[config.mk]
export PLATFORM = sky130hd
export DESIGN_NAME = sem_bank
export DESIGN_NICKNAME = d
export VERILOG_FILES = /design/src/rtl/sem_pkg.sv /design/src/rtl/sem_slot.sv /design/src/rtl/sem_irq_bank.sv /design/src/rtl/sem_bank.sv
export SDC_FILE = /design/constraint.sdc
export NUM_CORES = 1
export LEC_CHECK = 0
export BUFFER_PORTS_ARGS = -buffer_cell sky130_fd_sc_hd__buf_2
export CAP_MARGIN = 20
export CORE_UTILIZATION = 60
export DETAILED_ROUTE_END_ITERATION = 8
export PLACE_DENSITY = 0.81
export SLEW_MARGIN = 20
export SYNTH_ARGS = -nofsm -noshare
export SYNTH_HDL_FRONTEND = slang
export SYNTH_SLANG_ARGS = --single-unit
[constraint.sdc]
create_clock -name clk -period 4 [get_ports clk]
set_input_delay 0.4 -clock clk [delete_from_list [all_inputs] [get_ports clk]]
set_output_delay 0.4 -clock clk [all_outputs]
set_load 0.02 [all_outputs]
[src/rtl/sem_pkg.sv]
package sem_pkg;
    localparam int CORE_W     = 4;
    localparam int PROC_W     = 8;
    localparam int DATA_W     = 32;
    localparam int KEY_W      = 16;
    localparam int NCORES     = 2;
    localparam int LOCK_BIT   = 31;
    localparam int SEM_BASE   = 0;
    localparam int ALIAS_BASE = 32;
    localparam int CTRL_ADDR  = 64;
    localparam int KEY_ADDR   = 65;
    localparam int IRQ_BASE   = 80;
    localparam int IRQ_STRIDE = 4;
    localparam int PAD_W      = DATA_W - 1 - CORE_W - PROC_W;

    typedef struct packed {
        logic              locked;
        logic [CORE_W-1:0] core;
        logic [PROC_W-1:0] proc;
    } sem_t;

    function automatic logic [DATA_W-1:0] sem_word(sem_t s);
        return {s.locked, {PAD_W{1'b0}}, s.core, s.proc};
    endfunction
endpackage

[src/rtl/sem_slot.sv]
module sem_slot
    import sem_pkg::*;
(
    input  logic              clk,
    input  logic              rst_n,
    input  logic              wr_sel,
    input  logic              wr_lock,
    input  logic [PROC_W-1:0] wr_proc,
    input  logic              rl_sel,
    input  logic [CORE_W-1:0] req_core,
    input  logic              bulk_go,
    input  logic [CORE_W-1:0] bulk_core,
    output sem_t              state_o,
    output logic              released_o
);
    sem_t sem_d, sem_q;
    logic rel_d;

    always_comb begin
        sem_d = sem_q;
        rel_d = 1'b0;
        if (wr_sel) begin
            if (wr_lock) begin
                if (!sem_q.locked) sem_d = '{locked: 1'b1, core: req_core, proc: wr_proc};
            end else if (sem_q.locked && sem_q.core == req_core && sem_q.proc == wr_proc) begin
                sem_d = '0;
                rel_d = 1'b1;
            end
        end else if (rl_sel) begin
            if (!sem_q.locked) sem_d = '{locked: 1'b1, core: req_core, proc: '0};
        end else if (bulk_go && sem_q.locked && sem_q.core == bulk_core) begin
            sem_d = '0;
            rel_d = 1'b1;
        end
    end

    always_ff @(posedge clk) begin
        if (!rst_n) sem_q <= '0;
        else        sem_q <= sem_d;
    end

    assign state_o    = sem_q;
    assign released_o = rel_d;

    assert_held_kept_R3: assert property (@(posedge clk) disable iff (!rst_n)
        (wr_sel && wr_lock && sem_q.locked) |=> $stable(sem_q));

    assert_unlock_guard_R5: assert property (@(posedge clk) disable iff (!rst_n)
        (wr_sel && !wr_lock && sem_q.locked &&
         (sem_q.core != req_core || sem_q.proc != wr_proc)) |=> $stable(sem_q));

    assert_alias_take_R4: assert property (@(posedge clk) disable iff (!rst_n)
        (rl_sel && !wr_sel && !sem_q.locked) |=>
        (sem_q.locked && sem_q.core == $past(req_core) && sem_q.proc == '0));
endmodule

[src/rtl/sem_irq_bank.sv]
module sem_irq_bank
    import sem_pkg::*;
#(
    parameter int N_SEM = 6
) (
    input  logic                         clk,
    input  logic                         rst_n,
    input  logic [NCORES-1:0]            ier_we,
    input  logic [NCORES-1:0]            icr_we,
    input  logic [N_SEM-1:0]             wbits,
    input  logic [N_SEM-1:0]             released,
    output logic [NCORES-1:0][N_SEM-1:0] ier_o,
    output logic [NCORES-1:0][N_SEM-1:0] isr_o,
    output logic [NCORES-1:0]            irq_o
);
    typedef struct packed {
        logic [NCORES-1:0][N_SEM-1:0] ier;
        logic [NCORES-1:0][N_SEM-1:0] isr;
    } irq_s;

    irq_s st_d, st_q;

    always_comb begin
        st_d = st_q;
        for (int c = 0; c < NCORES; c++) begin
            if (ier_we[c]) st_d.ier[c] = wbits;
            st_d.isr[c] = (st_q.isr[c] & ~(icr_we[c] ? wbits : '0)) | released;
        end
    end

    always_ff @(posedge clk) begin
        if (!rst_n) st_q <= '0;
        else        st_q <= st_d;
    end

    assign ier_o = st_q.ier;
    assign isr_o = st_q.isr;

    for (genvar c = 0; c < NCORES; c++) begin : g_core
        assign irq_o[c] = |(st_q.ier[c] & st_q.isr[c]);

        assert_release_flag_R8: assert property (@(posedge clk) disable iff (!rst_n)
            (|released) |=> ((st_q.isr[c] & $past(released)) == $past(released)));

        assert_clear_R8: assert property (@(posedge clk) disable iff (!rst_n)
            (icr_we[c] && released == '0) |=> ((st_q.isr[c] & $past(wbits)) == '0));
    end
endmodule

[src/rtl/sem_bank.sv]
module sem_bank
    import sem_pkg::*;
#(
    parameter int N_SEM  = 6,
    parameter int ADDR_W = 8
) (
    input  logic              clk,
    input  logic              rst_n,
    input  logic [ADDR_W-1:0] bus_addr,
    input  logic              bus_wr,
    input  logic [31:0]       bus_wdata,
    input  logic              bus_rd,
    input  logic [3:0]        bus_core,
    output logic [31:0]       bus_rdata,
    output logic [1:0]        irq
);
    localparam logic [ADDR_W-1:0] A_CTRL = ADDR_W'(CTRL_ADDR);
    localparam logic [ADDR_W-1:0] A_KEY  = ADDR_W'(KEY_ADDR);

    typedef struct packed {
        logic [KEY_W-1:0]  key;
        logic              rd_vld;
        logic [ADDR_W-1:0] rd_addr;
    } top_s;

    top_s st_d, st_q;

    logic [N_SEM-1:0]             sem_wr, alias_rd, released, locked_v;
    sem_t                         sem_st [N_SEM];
    logic [NCORES-1:0]            ier_we, icr_we;
    logic [NCORES-1:0][N_SEM-1:0] ier, isr;
    logic                         bulk_go;

    assign bulk_go = bus_wr && bus_addr == A_CTRL && bus_wdata[31:16] == st_q.key;

    for (genvar i = 0; i < N_SEM; i++) begin : g_sem
        assign sem_wr[i]   = bus_wr && bus_addr == ADDR_W'(SEM_BASE + i);
        assign alias_rd[i] = bus_rd && bus_addr == ADDR_W'(ALIAS_BASE + i);
        assign locked_v[i] = sem_st[i].locked;

        sem_slot i_slot (
            .clk       (clk),
            .rst_n     (rst_n),
            .wr_sel    (sem_wr[i]),
            .wr_lock   (bus_wdata[LOCK_BIT]),
            .wr_proc   (bus_wdata[PROC_W-1:0]),
            .rl_sel    (alias_rd[i]),
            .req_core  (bus_core),
            .bulk_go   (bulk_go),
            .bulk_core (bus_wdata[PROC_W+CORE_W-1:PROC_W]),
            .state_o   (sem_st[i]),
            .released_o(released[i])
        );
    end

    for (genvar c = 0; c < NCORES; c++) begin : g_dec
        assign ier_we[c] = bus_wr && bus_addr == ADDR_W'(IRQ_BASE + IRQ_STRIDE * c);
        assign icr_we[c] = bus_wr && bus_addr == ADDR_W'(IRQ_BASE + IRQ_STRIDE * c + 2);
    end

    sem_irq_bank #(.N_SEM(N_SEM)) i_irq (
        .clk     (clk),
        .rst_n   (rst_n),
        .ier_we  (ier_we),
        .icr_we  (icr_we),
        .wbits   (bus_wdata[N_SEM-1:0]),
        .released(released),
        .ier_o   (ier),
        .isr_o   (isr),
        .irq_o   (irq)
    );

    always_comb begin
        st_d        = st_q;
        st_d.rd_vld = bus_rd;
        if (bus_rd) st_d.rd_addr = bus_addr;
        if (bus_wr && bus_addr == A_KEY) st_d.key = bus_wdata[KEY_W-1:0];
    end

    always_ff @(posedge clk) begin
        if (!rst_n) st_q <= '0;
        else        st_q <= st_d;
    end

    always_comb begin
        bus_rdata = '0;
        if (st_q.rd_vld) begin
            for (int i = 0; i < N_SEM; i++) begin
                if (st_q.rd_addr == ADDR_W'(SEM_BASE + i) || st_q.rd_addr == ADDR_W'(ALIAS_BASE + i))
                    bus_rdata = sem_word(sem_st[i]);
            end
            if (st_q.rd_addr == A_KEY) bus_rdata = 32'(st_q.key);
            for (int c = 0; c < NCORES; c++) begin
                if (st_q.rd_addr == ADDR_W'(IRQ_BASE + IRQ_STRIDE * c))     bus_rdata = 32'(ier[c]);
                if (st_q.rd_addr == ADDR_W'(IRQ_BASE + IRQ_STRIDE * c + 1)) bus_rdata = 32'(isr[c]);
            end
        end
    end

    assert_single_op_R10: assert property (@(posedge clk) disable iff (!rst_n)
        !(bus_rd && bus_wr));

    assert_badkey_noop_R6: assert property (@(posedge clk) disable iff (!rst_n)
        (bus_wr && bus_addr == A_CTRL && bus_wdata[31:16] != st_q.key) |=> $stable(locked_v));

    assert_idle_zero_R10: assert property (@(posedge clk) disable iff (!rst_n)
        !st_q.rd_vld |-> bus_rdata == '0);
endmodule

# After elaboration in Yosys (flattened, before gate mapping)
# Cells that the tools add are included.
totals:
  ff_bits: 127
  latchBits: 0
  ramBits: 0
  rom_bits: 0
  out_inout_bits: 34
  elab_cells: 260
  mem_count: 0
classes:
  n_addsub: 0
  n_mul: 0
  div: 0
  n_lt_le_gt_ge: 0
  eq_ne: 70
  shifts: 0
  n_mux: 86
  bitwise: 8
  n_reduce_logical: 71
ops:
  columns: ["op", "count"]
  rows:
  - ["two-way mux 13 bit", 30]
  - ["two-way mux 32 bit", 12]
  - ["two-way mux 12 bit", 12]
  - ["== test 8 x 6 -> 1 bit, second input constant", 12]
  - ["== test 8 x 7 -> 1 bit, second input constant", 11]
  - ["== test 4 bit", 12]
  - ["== test 8 bit", 6]
  - ["logical AND 1 bit", 43]
  - ["!= test 3 bit, second input constant", 12]
  - ["== test 8 x 2 -> 1 bit, second input constant", 4]
  - ["== test 8 x 3 -> 1 bit, second input constant", 4]
  - ["two-way mux 1 bit", 30]
  - ["bitwise AND 6 bit", 4]
  - ["AND reduction 4 bit", 6]
  - ["!= test 3 x 2 -> 1 bit, second input constant", 6]
  - ["nonzero test 3 bit", 6]
  - ["== test 16 bit", 1]
  - ["== test 8 x 1 -> 1 bit, second input constant", 2]
  - ["logical NOT 8 bit", 2]
  - ["two-way mux 6 bit", 2]
  - ["NOT 6 bit", 2]
  - ["bitwise OR 6 bit", 2]
  - ["AND reduction 2 bit", 6]
  - ["OR reduction 6 bit", 2]
  - ["logical OR 1 bit", 6]

# Depth between registers and ports, before layout
# Gate-level depths: netlist (run 1).
depth:
  depth_word: 14
  mapped_depth: 10
  depth_no_buf: 6

# By module
# A second synthesis (run 1) with hierarchy kept.
hier_totals:
  hier_cells: 949
  hier_area_um2: 7997.7
by_module_without_submodules:
  columns: ["module", "instances", "cells_each", "area_each_um2", "seq_area_each_um2"]
  rows:
  - ["sem_slot", 6, 87, 720.7, 260.2]
  - ["sem_bank", 1, 343, 2735.1, 500.5]
  - ["sem_irq_bank", 1, 84, 938.4, 480.5]

# Least setup slack after synthesis (run 1)
# OpenSTA, ideal clock, no wires.
synth_path:
  path_kind: "reg-to-output"
  startpoint: "register st_q[0] (netlist bit)"
  endpoint: "output port bus_rdata[31]"
  arrival_ns: 2.283
  path_slack_ns: 1.317
  path_stages_with_launch: 7
  path_buffers: 3
  path_cell_list: "dfxtp_1 clkbuf_1 buf_1 clkbuf_1 o22ai_1 o22a_1 nor4_1"
synth_via:
  elab_chain_cells: 14
  word_cells_on_any_way: 35
  cone_classes: "eq/ne: 16; mux: 12; reduce/logical: 7"
synth_lines:
  columns: ["item", "line", "source"]
  rows:
  - ["start, declared", "sem_bank.sv:26", "top_s st_d, st_q;"]
  - ["start signal, assigned", "sem_bank.sv:82", "else st_q <= st_d;"]
  - ["== test 8 x 6 -> 1 bit or logical NOT 8 bit (tied branches)", "sem_bank.sv:89", "if (st_q.rd_addr == ADDR_W'(SEM_BASE + i) || st_q.rd_addr == ADDR_W'(ALIAS_BASE + i))"]
  - ["logical OR 1 bit", "sem_bank.sv:89", null]
  - ["two-way mux 32 bit (6 in a row)", "sem_bank.sv:89", null]
  - ["two-way mux 32 bit", "sem_bank.sv:92", "if (st_q.rd_addr == A_KEY) bus_rdata = 32'(st_q.key);"]
  - ["two-way mux 32 bit", "sem_bank.sv:94", "if (st_q.rd_addr == ADDR_W'(IRQ_BASE + IRQ_STRIDE * c)) bus_rdata = 32'(ier[c]);"]
  - ["two-way mux 32 bit", "sem_bank.sv:95", "if (st_q.rd_addr == ADDR_W'(IRQ_BASE + IRQ_STRIDE * c + 1)) bus_rdata = 32'(isr[c]);"]
  - ["two-way mux 32 bit", "sem_bank.sv:94", null]
  - ["two-way mux 32 bit *", "sem_bank.sv:95", null]
  - ["two-way mux 32 bit *", "sem_bank.sv:87", "if (st_q.rd_vld) begin"]
  - ["end, declared", "sem_bank.sv:14", "output logic [31:0] bus_rdata,"]
# Mark *: on every way between the ends. The rest lies on a longest branch, timed or not.

# Final worst setup path (run 1)
layout_path:
  startpoint: "register st_q[0] (netlist bit)"
  endpoint: "output port bus_rdata[3]"
# The elaborated chain is that of the path after synthesis.

==> results of run 1 <==
[stage by stage]
step	area, um2	total power [mW]	setup WS [ns]
2_1_floorplan	7670	1.53	1.32
3_3_place_gp	7920	1.61	0.957
3_5_place_dp	7920	1.62	0.844
4_1_cts	8500	3.13	0.770
5_1_grt	8510	3.22	0.481
6_report	8510	3.15	0.688
[worst max path at each step]
stage,end,slack [ns],cells after the start
2_1_floorplan,bus_rdata[31],1.32,6
6_report,bus_rdata[3],0.69,7
3_3_place_gp,g_sem[3].i_slot.state_o[5],0.96,7
5_1_grt,bus_rdata[3],0.48,7
3_5_place_dp,g_sem[5].i_slot.state_o[10],0.84,7
4_1_cts,bus_rdata[3],0.77,7
[cells in the final DEF, fill, tap and decap left out, drive strengths merged, types with 17 or more instances in the layout]
cell type and count:
a21oi 30, buf 78, clkbuf 20, dfxtp 127, mux2i 46, nand2 120, nand3 29, nand4 22
nor2 58, nor3 17, nor4 23, o21ai 31, o22ai 47, xnor2 71, xor2 41
[power groups by stage]
stage / Clock, mW / Sequential [mW] / Combinational, mW
after CTS: 1.53 / 1.29 / 0.303
after detailed placement: 0 / 1.32 / 0.300
final: 1.54 / 1.29 / 0.314
after floorplan: 0 / 1.30 / 0.226
after global routing: 1.60 / 1.29 / 0.331
after global placement: 0 / 1.32 / 0.298
[routing by layer]
metal  wire [um]  part of all wire, %  GRT usage, %
met1       10000                   40          51.8
met2       11100                   44          60.0
met3        2700                   11          8.21
met4        1300                  5.2          21.8
met5           0                    0             0
[flip-flops by register name (all words and copies together), names as in the netlist]
register / count
g_sem.i_slot.state_o: 78
i_irq.isr_o: 12
i_irq.ier_o: 12
st_q: 25
[worst max-delay path, delay by kind of cell, from the launching register on]
family	cells	cell delay, ns
and+or+nand+nor	3	1.12
DFF	1	0.70
buffers and inverters	1	0.19
AOI/OAI and AO/OA	3	0.47
[kinds of logic (layout without fill, tap and decap cells)]
logic type | count (synthesis) | after routing | share of synthesized area, %
other cells | 1 | 15 | 0.0492
compound gates | 219 | 219 | 20.2
mux | 53 | 53 | 7.81
xor+xnor | 112 | 112 | 12.9
buf+inv | 85 | 114 | 5.25
simple gates | 323 | 323 | 20.5
flops | 127 | 127 | 33.4
[cell type report]
class / instances / share of cell area (%)
clock buffer: 20 / 5.25
clock inverter: 12 / 1.59
inverter: 4 / 0.176
multi-input combinational: 722 / 55.7
sequential: 127 / 29.9
tap: 168 / 2.47
timing repair buffer: 78 / 4.94
[synth_stat cells (4+ instances only)]
| library cell | number |
|---|---|
| dfxtp_1 | 127 |
| a21oi_1 | 29 |
| clkbuf_1 | 52 |
| nand2_1 | 120 |
| nor3_1 | 17 |
| o22ai_1 | 47 |
| nand2b_1 | 8 |
| and3_1 | 8 |
| a2bb2oi_1 | 9 |
| a32o_1 | 16 |
| buf_2 | 5 |
| o2111ai_1 | 4 |
| mux2i_1 | 46 |
| or4_1 | 5 |
| a22oi_1 | 12 |
| xnor2_1 | 71 |
| o21a_1 | 16 |
| o21ai_0 | 30 |
| o2bb2ai_1 | 16 |
| a31oi_1 | 9 |
| buf_1 | 6 |
| nor4_1 | 22 |
| nand3_1 | 29 |
| buf_4 | 16 |
| nor2_1 | 57 |
| or2_2 | 4 |
| xor2_1 | 41 |
| a21boi_0 | 12 |
| or3_1 | 12 |
| mux4_2 | 5 |
| and2_1 | 5 |
| inv_1 | 4 |
| nor2b_1 | 5 |
| nand4_1 | 22 |
==> impl_metrics.ini, run 1 <==
[run_status]
status = finished, final reports clean

[setup_path]
r2r-start = st_q[11]
reg2reg_to = g_sem[3].i_slot.state_o[4]
crit_slowest_cell = dfxtp_2
worstRegToRegCells = 6
worstPathMaxFanout = 21
worst_setup_path_end_kind = output pin
path_class = reg -> out
rrSetupSlack_ns = 1.16
cp-start-kind = register
cp.required_ns = 3.60
arrival_ns = 2.91
path_cells = nor4bb_1 > and2_1 > nor2_1 > a31oi_1 > a21oi_1 > o21ai_0 > buf_2
slowest_delay_ns = 0.70
critPathLaunch = st_q[0]

[floorplanning]
std_cell_rows = 40
die_y_um = 115
core_area_um2 = 12200
die_x_um = 115
initial_core_util_pct = 62.4
io_pins = 82
dieArea_um2 = 13200

[layout]
fin_cells = 1131
drive_above_1_share_pct = 13.7
fin_util_pct = 69.7
nets = 998
multi_input_area_um2 = 4740
seq_area_um2 = 2540
areaGrowthSynthToFinish_pct = 11.6
antennaDiodeCount = 0
fill_cells = 1005

[min_path]
hold-path-endpoint = st_q[24]
hp-class = in -> reg
whs_path_depth = 3
min-delay-start = bus_wdata[15]

[clocking]
cts_root_buf = clkbuf_16
ctsLongestPathBuffers = 2
path_clk_slew_ns = 0.06
clock_sinks = 127
hold_buffers = 0
htree_levels = 4
cts_setup_buffers = 0
clk_latency_ns = 0.43
cts_resized = 0
cts_buffers = 17
cts_tree = yes

[global_route]
grt_pass1_wl_um = 38400
grt_max_degree = 72
track_usage_pct = 39.2
grt_overflow = 0
grt_antenna_before_repair = 0
grt_pass1_vias = 6919

[sta]
worst_pin_slew_ns = 1.03
rsz0062_at_grt = no
timing.clock.skew_ns = 0.00740
whs_ns = 0.211
slew_headroom_pct = 31.5
tns_ns = 0
setup_viol = 0
fmax_mhz = 302
hold_violations = 0
fin_crit_sh_pct = 82.8
slew_viol_final = 0
post-route-min-period_ns = 3.31

[power]
p_switching_mw = 0.842
ir_worst_vdd_mv = 0.264
power_density_nw_per_um2 = 370
p_clk_share_pct = 49.0
p_leak_nw = 3.04
p_int_mw = 2.31
switching_share_pct = 26.8
power_frac_comb_pct = 10.0
seq_power_share_pct = 41.0

[yosys]
synth-main-ff-cell = dfxtp_1
synth_area_per_cell_um2 = 8.29
synth_edf_count = 0
synth_top_area_share_pct = 33.4
ys_warn_count = 0
synthDistinctLibCells = 60
synthCells = 920
ys_ff_latch = 127
synth_top_cell_by_area = dfxtp_1
async_reset_ff_share_pct = 0
netlist_area_um2 = 7620
ys_seq_area_share_pct = 33.4
synthTopCellsByArea = dfxtp_1 33%, xnor2_1 8.2%, mux2i_1 6.0%

[routing]
wl_um = 25100
avgViaCountPerCell = 6.61
drc_errors = 0
dr.pass1.iters = 8
drt-initial-drc-count = 957
vias = 7472
routedWlPerCell_um = 22.2
ant_nets = 0

[placement]
dp.final_hpwl_um = 18000
portBuffers = 66
dp.cells = 1099
gp_congestion = 1.00

[run]
cap_violations = 0
Power figures use the tool's default switching activity.
==> inputs of run 2 (changes only) <==
- CORE_UTILIZATION: 60 -> 54
- PLACE_DENSITY: 0.81 -> 0.77
- clock period: 4 -> 2.71 ns (I/O delays scaled with it)
==> impl_metrics.ini, run 2 (synthesis results as in run 1) <==
[run_status]
status = complete, but fails checks
violations = negative setup slack

[setup_path]
cp.required_ns = 2.44
timing.critical_path.buf_inv = 2
path_cells = nor3b_1 > buf_4 > nand3_2 > a21oi_1 > a21oi_1 > and3_1 > a211oi_2 > buf_2
r2r-start = st_q[11]
path_class = reg -> out
path_delay_family = simple AND/OR/NAND/NOR gates
crit_slowest_cell = dfxtp_1
worst_setup_path_end_kind = output pin
cp-start-kind = register
worstRegToRegCells = 6
slowest_delay_ns = 0.42
crit_top_cell = a21oi_1
reg2reg_to = g_sem[2].i_slot.state_o[4]
worstPathMaxFanout = 6
arrival_ns = 2.45
rrSetupSlack_ns = 0.27

[floorplanning]
core_area_um2 = 13800
die_y_um = 121
die_x_um = 121
std_cell_rows = 43
dieArea_um2 = 14600
initial_core_util_pct = 55.1
io_pins = 82

[clocking]
cts_buffers = 17
htree_levels = 4
hold_buffers = 0
path_clk_slew_ns = 0.06
cts_root_buf = clkbuf_16
cts_tree = yes
clk_latency_ns = 0.43
ctsLongestPathBuffers = 2
clock_sinks = 127

[min_path]
hold-path-endpoint = st_q[21]
min-delay-start = bus_wdata[12]
whs_path_depth = 3
hp-class = in -> reg

[power]
p_leak_nw = 3.30
power_frac_comb_pct = 10.3
p_switching_mw = 1.25
switching_share_pct = 25.1
seq_power_share_pct = 38.2
p_clk_share_pct = 51.5
power_density_nw_per_um2 = 553
ir_worst_vdd_mv = 0.449
p_int_mw = 3.72
power.total_mw = 4.97

[sta]
whs_ns = 0.0777
setup_ws_ns = -0.0151
hold_violations = 0
post-route-min-period_ns = 2.73
fmax_mhz = 367
setup_viol = 1
fin_crit_sh_pct = 101
slew_viol_final = 0
slew_headroom_pct = 26.2
worst_pin_slew_ns = 1.11
timing.clock.skew_ns = 0.00778
rsz0062_at_grt = yes

[global_route]
grt_pass1_wl_um = 38200
track_usage_pct = 34.8
grt_antenna_before_repair = 0
grt_overflow = 0
grt_pass1_vias = 6874
grt_max_degree = 72

[placement]
pre_cts_ws_ns = 0.117
portBuffers = 66
dp.final_hpwl_um = 18700
gp_congestion = 0.969
place_area_um2 = 8240

[layout]
final_common_cell = dfxtp_1
drive_above_1_share_pct = 18.6
nets = 1042
fin_util_pct = 65.0
fill_cells = 1187
finalInstanceArea_um2 = 8980
areaGrowthSynthToFinish_pct = 17.9
largest_reg_flops = 78
final_cell_mix = 124 x dfxtp_1, 120 x nand2_1, 71 x xnor2_1
antennaDiodeCount = 0

[routing]
vias = 7622
ant_nets = 0
avgViaCountPerCell = 6.42
wl_um = 25100
dr.pass1.iters = 5
routedWlPerCell_um = 21.1
drt-initial-drc-count = 925
drc_errors = 0

[run]
cap_violations = 0
==> run 2: cell count changes in the layout (fill, tap and decap cells not counted), sizes merged <==
cell      change
clkinv        -2
bufinv        +3
clkinvlp      -1
buf          +44
==> run 2: repair_timing <==
item	in CTS	in global routing
endpoints found under the setup margin	3	8
gates resized for setup	2	13
setup buffers	0	4
==> run 2: area by class of cell <==
type | count | area (um2) | area share, %
multi-input combinational | 722 | 4790 | 53.3
sequential | 127 | 2550 | 28.4
timing repair buffer | 122 | 751 | 8.36
clock buffer | 20 | 447 | 4.97
tap | 180 | 225 | 2.51
clock inverter | 12 | 208 | 2.31
inverter | 4 | 15.0 | 0.167
==> run 2: how the worst max path moves through the flow <==
stage | slack (ns) | start | cells after the start | to
after floorplan | 0.16 | st_q[0] | 6 | bus_rdata[31]
after global placement | 0.13 | bus_addr[6] | 8 | g_sem[2].i_slot.state_o[1]
after detailed placement | 0.12 | bus_addr[0] | 7 | g_sem[2].i_slot.state_o[4]
after CTS | 0.02 | st_q[4] | 7 | bus_rdata[5]
after global routing | -0.05 | st_q[3] | 8 | bus_rdata[6]
final | -0.02 | st_q[6] | 8 | bus_rdata[5]
==> run 2: power groups by stage <==
stage / registers, mW / logic [mW] / clock network (mW)
after global routing: 1.90 / 0.540 / 2.66
after global placement: 1.94 / 0.479 / 0
after CTS: 1.90 / 0.486 / 2.56
after detailed placement: 1.94 / 0.481 / 0
final: 1.90 / 0.513 / 2.56
after floorplan: 1.92 / 0.334 / 0
==> run 2: tightest hold or removal path, delay by kind of cell <==
kind	cells	cell delay, ns
buffers and inverters	1	0.08
multiplexers	1	0.05
AND/OR/NAND/NOR	1	0.07
==> run 2: metal layers <==
metal	up-vias	GRT usage, %	routed length, um
li1	3474	-	-
met1	3582	47.5	10400
met3	78	6.08	2520
met4	0	15.4	1010
met5	-	0	0
met2	488	53.8	11200
==> run 2: through the flow <==
step | setup TNS, ns | std cells
floorplan | 0 | 934
global placement | 0 | 1151
detailed placement | 0 | 1151
CTS | 0 | 1183
global route | -0.189 | 1187
finish | -0.0151 | 1187
==> inputs of run 3 (changes only) <==
- CORE_UTILIZATION: 54 -> 60
- PLACE_DENSITY: 0.77 -> 0.81
- clock period: 2.71 -> 3.4 ns (I/O delays scaled with it)
==> impl_metrics.ini, run 3 (synthesis results as in run 1) <==
[setup_path]
timing.critical_path.buf_inv = 1
worst_setup_path_end_kind = output pin
cp.required_ns = 3.06
crit_slowest_cell = nor3b_1
path_delay_family = simple AND/OR/NAND/NOR gates
worstPathMaxFanout = 9
arrival_ns = 2.86
path_class = reg -> out
slowest_delay_ns = 0.56
cp-start-kind = register
path_cells = nor3b_1 > nand3_1 > a21oi_1 > a221oi_1 > and3_1 > a211oi_1 > buf_2

[floorplanning]
die_x_um = 115
initial_core_util_pct = 62.4
std_cell_rows = 40
core_area_um2 = 12200
io_pins = 82
die_y_um = 115
dieArea_um2 = 13200

[sta]
timing.clock.skew_ns = 0.0119
rsz0062_at_grt = no
worst_pin_slew_ns = 1.08
fin_crit_sh_pct = 94.2
hold_violations = 0
slew_viol_final = 0
whs_ns = 0.153
setup_viol = 0
tns_ns = 0
post-route-min-period_ns = 3.20
slew_headroom_pct = 28.0
fmax_mhz = 312

[layout]
fin_util_pct = 70.4
drive_above_1_share_pct = 14.2
largest_reg_flops = 78
antennaDiodeCount = 0
final_common_cell = dfxtp_1
nets = 1004
final_cell_mix = 126 x dfxtp_1, 120 x nand2_1, 71 x xnor2_1
areaGrowthSynthToFinish_pct = 12.7

[routing]
vias = 7587
ant_nets = 0
drc_errors = 0
routedWlPerCell_um = 21.9
avgViaCountPerCell = 6.68
dr.pass1.iters = 6
wl_um = 24900
drt-initial-drc-count = 1184

[clocking]
cts_buffers = 17
ctsLongestPathBuffers = 2
htree_levels = 4
cts_tree = yes
clock_sinks = 127
path_clk_slew_ns = 0.06
hold_buffers = 0
clk_latency_ns = 0.43
cts_resized = 0
cts_root_buf = clkbuf_16
cts_setup_buffers = 0

[power]
seq_power_share_pct = 39.3
power_density_nw_per_um2 = 447
p_switching_mw = 0.966
p_leak_nw = 3.10
power.total_mw = 3.84
ir_worst_vdd_mv = 0.453
power_frac_comb_pct = 9.8
switching_share_pct = 25.2
p_clk_share_pct = 50.8
p_int_mw = 2.87

[run_status]
status = finished, final reports clean

[global_route]
grt_pass1_wl_um = 38500
grt_pass1_vias = 7056
grt_max_degree = 72
grt_antenna_before_repair = 0
grt_overflow = 0
track_usage_pct = 38.9

[placement]
gp_congestion = 1.06
dp.final_hpwl_um = 17800
portBuffers = 66

[run]
cap_violations = 0

[min_path]
hp-class = in -> reg
[run 3: worst register-to-register path, stage by stage (launching register included)]
cell and delay, ns:
dfxtp_1 0.35, xnor2_1 0.37, nand4_1 0.20, nor4_1 0.78, or3_1 0.25, a31oi_1 0.08
buf_4 0.23, a2bb2o_1 0.28
[run 3: cell type report]
cell class,count,area (um2)
clock inverter,10,160
inverter,4,15.0
fill,1007,3620
multi-input combinational,722,4740
timing repair buffer,84,465
sequential,127,2540
tap,168,210
clock buffer,21,460
[run 3: power by group through the flow]
| stage | sequential, mW | combinational [mW] | clock [mW] |
|---|---|---|---|
| finish | 1.51 | 0.378 | 1.95 |
| floorplan | 1.53 | 0.266 | 0 |
| CTS | 1.51 | 0.362 | 1.95 |
| global placement | 1.54 | 0.357 | 0 |
| global route | 1.51 | 0.395 | 2.02 |
| detailed placement | 1.54 | 0.358 | 0 |
[run 3: final timing paths]
path                               start                          to  slack (ns)  cells past startpoint
max                              st_q[6]                bus_rdata[5]        0.20                      7
max reg2reg  g_sem[0].i_slot.state_o[10]  g_sem[0].i_slot.state_o[6]        0.75                      7
min                        bus_wdata[12]                    st_q[21]        0.15                      3
min reg2reg   g_sem[4].i_slot.state_o[3]  g_sem[4].i_slot.state_o[3]        0.49                      2
[run 3: per-layer routing]
layer	global-route usage (%)	up-vias	wire length (um)
met2	59.2	559	11100
met3	9.32	91	2780
met4	19.6	0	1040
met5	0	-	0
met1	51.6	3550	9970
li1	-	3387	-
[run 3: metrics by stage]
step                      cells  area, um2  setup WS (ns)
final                      1136       8590          0.198
after global routing       1136       8590         0.0947
after CTS                  1136       8590          0.320
after detailed placement   1105       7970          0.591
after global placement     1105       7970          0.627
after floorplan             934       7670          0.777
